===== src/rtl/dma_mreq_pkg.sv =====
package dma_mreq_pkg;
  typedef enum logic [2:0] {
    OP_CMD     = 3'd0,
    OP_REQ     = 3'd1,
    OP_MASK1   = 3'd2,
    OP_MASKALL = 3'd3,
    OP_CLRMASK = 3'd4,
    OP_SOFTRST = 3'd5
  } host_op_e;
endpackage


===== src/rtl/dma_mreq_decode.sv =====
module dma_mreq_decode
  import dma_mreq_pkg::*;
#(
  parameter int NCH  = 4,
  localparam int CH_W = $clog2(NCH)
) (
  input  logic           wr_en,
  input  logic [2:0]     wr_op,
  input  logic [NCH-1:0] wr_low,
  input  logic           rd_stat,
  output logic [NCH-1:0] mask_set,
  output logic [NCH-1:0] mask_clr,
  output logic [NCH-1:0] req_set,
  output logic [NCH-1:0] req_clr,
  output logic [NCH-1:0] tc_clr,
  output logic           cmd_we,
  output logic           soft_rst
);
  logic [NCH-1:0] sel;
  logic           dir;

  always_comb begin
    sel      = NCH'(1) << wr_low[CH_W-1:0];
    dir      = wr_low[CH_W];
    mask_set = '0;
    mask_clr = '0;
    req_set  = '0;
    req_clr  = '0;
    tc_clr   = rd_stat ? '1 : '0;
    cmd_we   = 1'b0;
    soft_rst = 1'b0;
    if (wr_en) begin
      case (wr_op)
        OP_CMD:   cmd_we = 1'b1;
        OP_REQ:   if (dir) req_set = sel; else req_clr = sel;
        OP_MASK1: begin
          if (dir) mask_set = sel;
          else begin
            mask_clr = sel;
            tc_clr   = tc_clr | sel;
          end
        end
        OP_MASKALL: begin
          mask_set = wr_low;
          mask_clr = ~wr_low;
          tc_clr   = '1;
        end
        OP_CLRMASK: begin
          mask_clr = '1;
          tc_clr   = '1;
        end
        OP_SOFTRST: soft_rst = 1'b1;
        default: ;
      endcase
    end
  end
endmodule


===== src/rtl/dma_mreq_chan.sv =====
module dma_mreq_chan (
  input  logic clk,
  input  logic rst_n,
  input  logic soft_rst,
  input  logic mask_set,
  input  logic mask_clr,
  input  logic req_set,
  input  logic req_clr,
  input  logic tc_clr,
  input  logic tc_evt,
  input  logic drq_in,
  output logic mask_q,
  output logic req_q,
  output logic tc_q,
  output logic drq_q
);
  always_ff @(posedge clk or negedge rst_n) begin
    if (!rst_n) begin
      mask_q <= 1'b1;
      req_q  <= 1'b0;
      tc_q   <= 1'b0;
      drq_q  <= 1'b0;
    end else if (soft_rst) begin
      mask_q <= 1'b1;
      req_q  <= 1'b0;
      tc_q   <= 1'b0;
      drq_q  <= 1'b0;
    end else begin
      drq_q <= drq_in;
      if (tc_evt) begin
        tc_q   <= 1'b1;
        req_q  <= 1'b0;
        mask_q <= 1'b1;
      end else begin
        if (mask_set)      mask_q <= 1'b1;
        else if (mask_clr) mask_q <= 1'b0;
        if (req_set)       req_q  <= 1'b1;
        else if (req_clr)  req_q  <= 1'b0;
        if (tc_clr)        tc_q   <= 1'b0;
      end
    end
  end

  AST_TC_EVENT_WINS: assert property (@(posedge clk) disable iff (!rst_n)
    tc_evt && !soft_rst |=> tc_q && mask_q && !req_q);
  AST_TC_CLEARED: assert property (@(posedge clk) disable iff (!rst_n)
    tc_clr && !tc_evt && !soft_rst |=> !tc_q);
  AST_SOFT_RESET: assert property (@(posedge clk) disable iff (!rst_n)
    soft_rst |=> mask_q && !req_q && !tc_q && !drq_q);
  AST_UNMASK: assert property (@(posedge clk) disable iff (!rst_n)
    mask_clr && !mask_set && !tc_evt && !soft_rst |=> !mask_q);
endmodule


===== src/rtl/dma_mreq_unit.sv =====
module dma_mreq_unit
  import dma_mreq_pkg::*;
#(
  parameter int NCH = 4,
  parameter int DW  = 8,
  localparam int SW = 2 * NCH
) (
  input  logic           clk,
  input  logic           rst_n,
  input  logic           wr_en,
  input  logic [2:0]     wr_op,
  input  logic [DW-1:0]  wr_data,
  input  logic           rd_stat,
  output logic [SW-1:0]  stat_rdata,
  input  logic [NCH-1:0] tc_evt,
  input  logic [NCH-1:0] drq_in,
  output logic [NCH-1:0] mask_o,
  output logic [NCH-1:0] req_o,
  output logic [DW-1:0]  cmd_o
);
  logic [NCH-1:0] mask_set, mask_clr, req_set, req_clr, tc_clr;
  logic [NCH-1:0] tc_v, drq_v;
  logic           cmd_we, soft_rst;

  dma_mreq_decode #(.NCH(NCH)) u_dec (
    .wr_en(wr_en), .wr_op(wr_op), .wr_low(wr_data[NCH-1:0]), .rd_stat(rd_stat),
    .mask_set(mask_set), .mask_clr(mask_clr), .req_set(req_set), .req_clr(req_clr),
    .tc_clr(tc_clr), .cmd_we(cmd_we), .soft_rst(soft_rst)
  );

  for (genvar i = 0; i < NCH; i++) begin : g_ch
    dma_mreq_chan u_ch (
      .clk(clk), .rst_n(rst_n), .soft_rst(soft_rst),
      .mask_set(mask_set[i]), .mask_clr(mask_clr[i]),
      .req_set(req_set[i]), .req_clr(req_clr[i]),
      .tc_clr(tc_clr[i]), .tc_evt(tc_evt[i]), .drq_in(drq_in[i]),
      .mask_q(mask_o[i]), .req_q(req_o[i]), .tc_q(tc_v[i]), .drq_q(drq_v[i])
    );
  end

  always_ff @(posedge clk or negedge rst_n) begin
    if (!rst_n)        cmd_o <= '0;
    else if (soft_rst) cmd_o <= '0;
    else if (cmd_we)   cmd_o <= wr_data;
  end

  assign stat_rdata = {drq_v, tc_v};

  AST_CMD_LOAD: assert property (@(posedge clk) disable iff (!rst_n)
    wr_en && wr_op == OP_CMD |=> cmd_o == $past(wr_data));
  AST_IDLE_MASK_HELD: assert property (@(posedge clk) disable iff (!rst_n)
    !wr_en && tc_evt == '0 |=> $stable(mask_o) && $stable(req_o) && $stable(cmd_o));
endmodule


===== config.mk =====
export PLATFORM = sky130hd
export DESIGN_NAME = dma_mreq_unit
export DESIGN_NICKNAME = d
export VERILOG_FILES = /design/src/rtl/dma_mreq_pkg.sv /design/src/rtl/dma_mreq_decode.sv /design/src/rtl/dma_mreq_chan.sv /design/src/rtl/dma_mreq_unit.sv
export SDC_FILE = /design/constraint.sdc
export NUM_CORES = 1
export LEC_CHECK = 0
export ABC_CLOCK_PERIOD_IN_PS = 2020
export BUFFER_PORTS_ARGS = -buffer_cell sky130_fd_sc_hd__buf_2
export CAP_MARGIN = 25
export CORE_MARGIN = 4
export CORE_UTILIZATION = 56
export CTS_BUF_LIST = sky130_fd_sc_hd__clkbuf_4 sky130_fd_sc_hd__clkbuf_8
export DETAILED_ROUTE_END_ITERATION = 16
export PLACE_DENSITY = 0.95
export SLEW_MARGIN = 20
export SYNTH_ARGS = -nofsm -noshare
export SYNTH_HDL_FRONTEND = slang
export SYNTH_SLANG_ARGS = --single-unit

===== constraint.sdc =====
create_clock -name clk -period 2.02 [get_ports clk]
set_input_delay 0.303 -clock clk [delete_from_list [all_inputs] [get_ports clk]]
set_output_delay 0.303 -clock clk [all_outputs]
set_load 0.005 [all_outputs]

==> summary.md <==
| Metric | Value |
|---|---|
| Outcome | complete, no violations |
| Routed wire length | 3100 um |
| Warnings, synthesis | 0 |
| Max incr delay on CP | between 500 and 600 ps |
| TritonRoute pass-1 iters | 4 |
| CP Launch Type | flip-flop |
| Seq cells post-synth | 24 |
| Clock group share of total power | 0.315 |
| P&R area growth vs syn | 9.88% |
| Clock H-tree levels | 1 |
| Row Count | 17 |
| Critical Path End Type | output port |
| Fin Setup TNS | 0 ps |
| Comb power frac | 0.186 |
| Cts bufs inserted | 3 |
| Final core occ | 0.672 |
| # DRC | 0 |
| Tcrit/Tclk final | 0.643 |
| Largest net degree at the start of global routing | 25 |
| CTS tree | done |
| Peak VDD IR | 0.457 mV |
| Met3 Use GR | 0.0423 |
| RePlAce Congestion | 0.881 |
| Post-synthesis cell count | 142 |
| Top_reg_cell synth | dfrtp_1 |
| Clk_lat worst skew | 320 ps |
| CP required | 1720 ps |
| Dpl cell area | between 0.001 and 0.0015 mm^2 |
| Vias after detailed routing | 1152 |
| Pint | 0.826 mW |
| Vias in the first global route | 1150 |
| Worst path buffer plus inverter count | 1 |
| Flop pwr share | 0.498 |
| Post-CTS setup buffers | 0 |
| Clock Skew | 0 ps |
| Initial Utilization | 0.612 |
| GRT busiest layer | met2 |
| DP Wirelength | 2340 um |
| Register clock-pin slew on the reported worst setup and hold paths | between 100 and 150 ps |
| Tightest Hold Check Type | in2reg |
| GRT overflow | 0 |
| Average cell area after synthesis | 9.90 um^2 |
| Area of the core | 0.00230 mm^2 |
| Register area share after synthesis | 0.431 |
| Max Clk Rate | ~0.77 GHz |
| Final hold violations | 0 |
| Proportion of layout cells with a drive suffix above 1 | 0.353 |
| Max-slew violations | 0 |
| Maximum fanout along the worst path | 2 |
| First-pass GRT wire length | 5160 um |
| CTS root buf | clkbuf_4 |
| Finish-stage setup viols | 0 |
| Worst setup path class | reg2out |
| DR vias/cell | around 5.8 |
| Max cap viols | 0 |
| Switching Power | between 0.2 and 0.3 mW |
| Die area | around 0.0034 mm^2 |
| Met2 GRT Util | 0.342 |
| Crit-path cells | buf_2 |
| Mapped Area | between 0.001 and 0.0015 mm^2 |
| Die width | 58.1 um |
| Cell variety after synth | 38 |
| WL per Instance | 15.7 um |
| Worst slew pin tran | roughly 520 ps |
| Pwr dens | 724 mW/mm^2 |
| Crit path max-delay family | flip-flops |
| IO buf count | 46 |
| Crit-path slowest cell | dfstp_2 |
| Commonest non-fill, non-tap cell in the layout | buf_2 |
| Clock Tree Buf Depth | 2 |
| R2R setup slack | 1140 ps |
| Net Sw Frac | 0.260 |
| Pleak | 0.750 nW |
| Leading cell types in the layout, fill and taps excluded | 46 x buf_2, 20 x dfrtp_1, 10 x nand2_1, 10 x nor3_1 |
| GRT Overall Usage | 0.196 |
| N_diodes | 0 |
| WP data arrival | 1000 ps |
| Number of flops mapped to enable cells by yosys | 0 |
| Fin area | approximately 0.0015 mm^2 |
| Unrepaired setup endpoints after global routing | false |
| Mapped Nets | 165 |
| Drt first-iter violations | ~70 |
| Final worst path period need | 1300 ps |
| Initial antenna violation count | 0 |
| I/O pin count | 47 |
| Met1 Usage GRT | 0.236 |
| Slew headroom | 0.654 |
| Fin nets | 194 |
| Sink Count | 24 |
| Antenna viol nets, final | 0 |
| Die H | 58.1 um |
| FFs w/ async S/R, synth | 1.00 |
layout make-up:
| cell class | count | area [um^2] |
|---|---|---|
| repair buffers | 48 | 248 |
| inverters | 6 | 22.5 |
| clock buffers | 3 | 22.5 |
| fillers | 190 | 753 |
| well taps | 28 | 35.0 |
| multi-input cells | 88 | 581 |
| flip-flops and latches | 24 | 606 |
| clock inverters | 1 | 30.0 |
through the flow:
stage	hold slack [ps]	std cells	setup slack (ps)	power, mW
after CTS	176	198	715	1.12
after global placement	301	193	477	0.765
after floorplan	7.41	142	652	0.698
after detailed placement	312	193	442	0.773
final	170	198	721	1.12
after global routing	161	198	684	1.17
metal layers:
metal  wire length (um)  vias to the layer above
met2               1580                       59
li1                   -                      540
met4                 36                        0
met5                  0                        -
met3                283                        5
met1               1210                      548
Yosys cell counts, types with 2 or more instances:
cell,instances,share of area
o211a_1,2,0.014
inv_1,6,0.016
o21ai_0,7,0.025
and2_1,5,0.022
nor2b_1,2,0.0089
nand2_1,10,0.027
dfstp_2,4,0.075
buf_4,18,0.096
o211ai_1,4,0.021
nand4_1,2,0.0089
nor2_1,8,0.021
nor3_1,10,0.036
clkbuf_8,3,0.029
dfrtp_1,20,0.36
a22oi_1,3,0.016
nand3_1,6,0.021
mux2i_1,8,0.057
a21oi_1,4,0.014
power groups by stage:
stage                     Sequential, mW  Combinational, mW  Clock, mW
final                              0.557              0.208      0.352
after global routing               0.564              0.233      0.376
after detailed placement           0.565              0.207          0
after global placement             0.564              0.200          0
after CTS                          0.557              0.210      0.353
after floorplan                    0.565              0.133          0
logic make-up (layout without fill, tap and decap cells):
logic type      Yosys count  after routing  synth area share
mux                       8              8            0.0570
buf+inv                  30             58             0.156
flops                    24             24             0.431
simple gates             53             53             0.224
compound gates           27             27             0.133
final timing paths:
| kind | to | start | cells past startpoint |
|---|---|---|---|
| min in group asynchronous | g_ch[0].u_ch.req_q | rst_n | 2 |
| max in group asynchronous | g_ch[3].u_ch.mask_q | rst_n | 2 |
| setup / recovery | mask_o[2] | g_ch[2].u_ch.mask_q | 1 |
| setup reg to reg | g_ch[1].u_ch.mask_q | g_ch[1].u_ch.mask_q | 2 |
| hold / removal | cmd_o[5] | wr_data[5] | 3 |
| hold reg to reg | g_ch[0].u_ch.mask_q | g_ch[0].u_ch.mask_q | 2 |
sequential cells by signal, indices dropped and copies added, names as in the netlist:
| register | cells |
|---|---|
| g_ch.u_ch.drq_q | 4 |
| g_ch.u_ch.req_q | 4 |
| g_ch.u_ch.tc_q | 4 |
| g_ch.u_ch.mask_q | 4 |
| cmd_o | 8 |
tightest hold or removal path, stage by stage:
cell	delay (ps)
buf_2	70
nand2_1	30
o21ai_0	60
what timing repair did:
item,CTS,global route
hold buffers,1,0
endpoints found under the hold margin,20,0
gates resized for setup,0,0
Power figures use the tool's default switching activity.
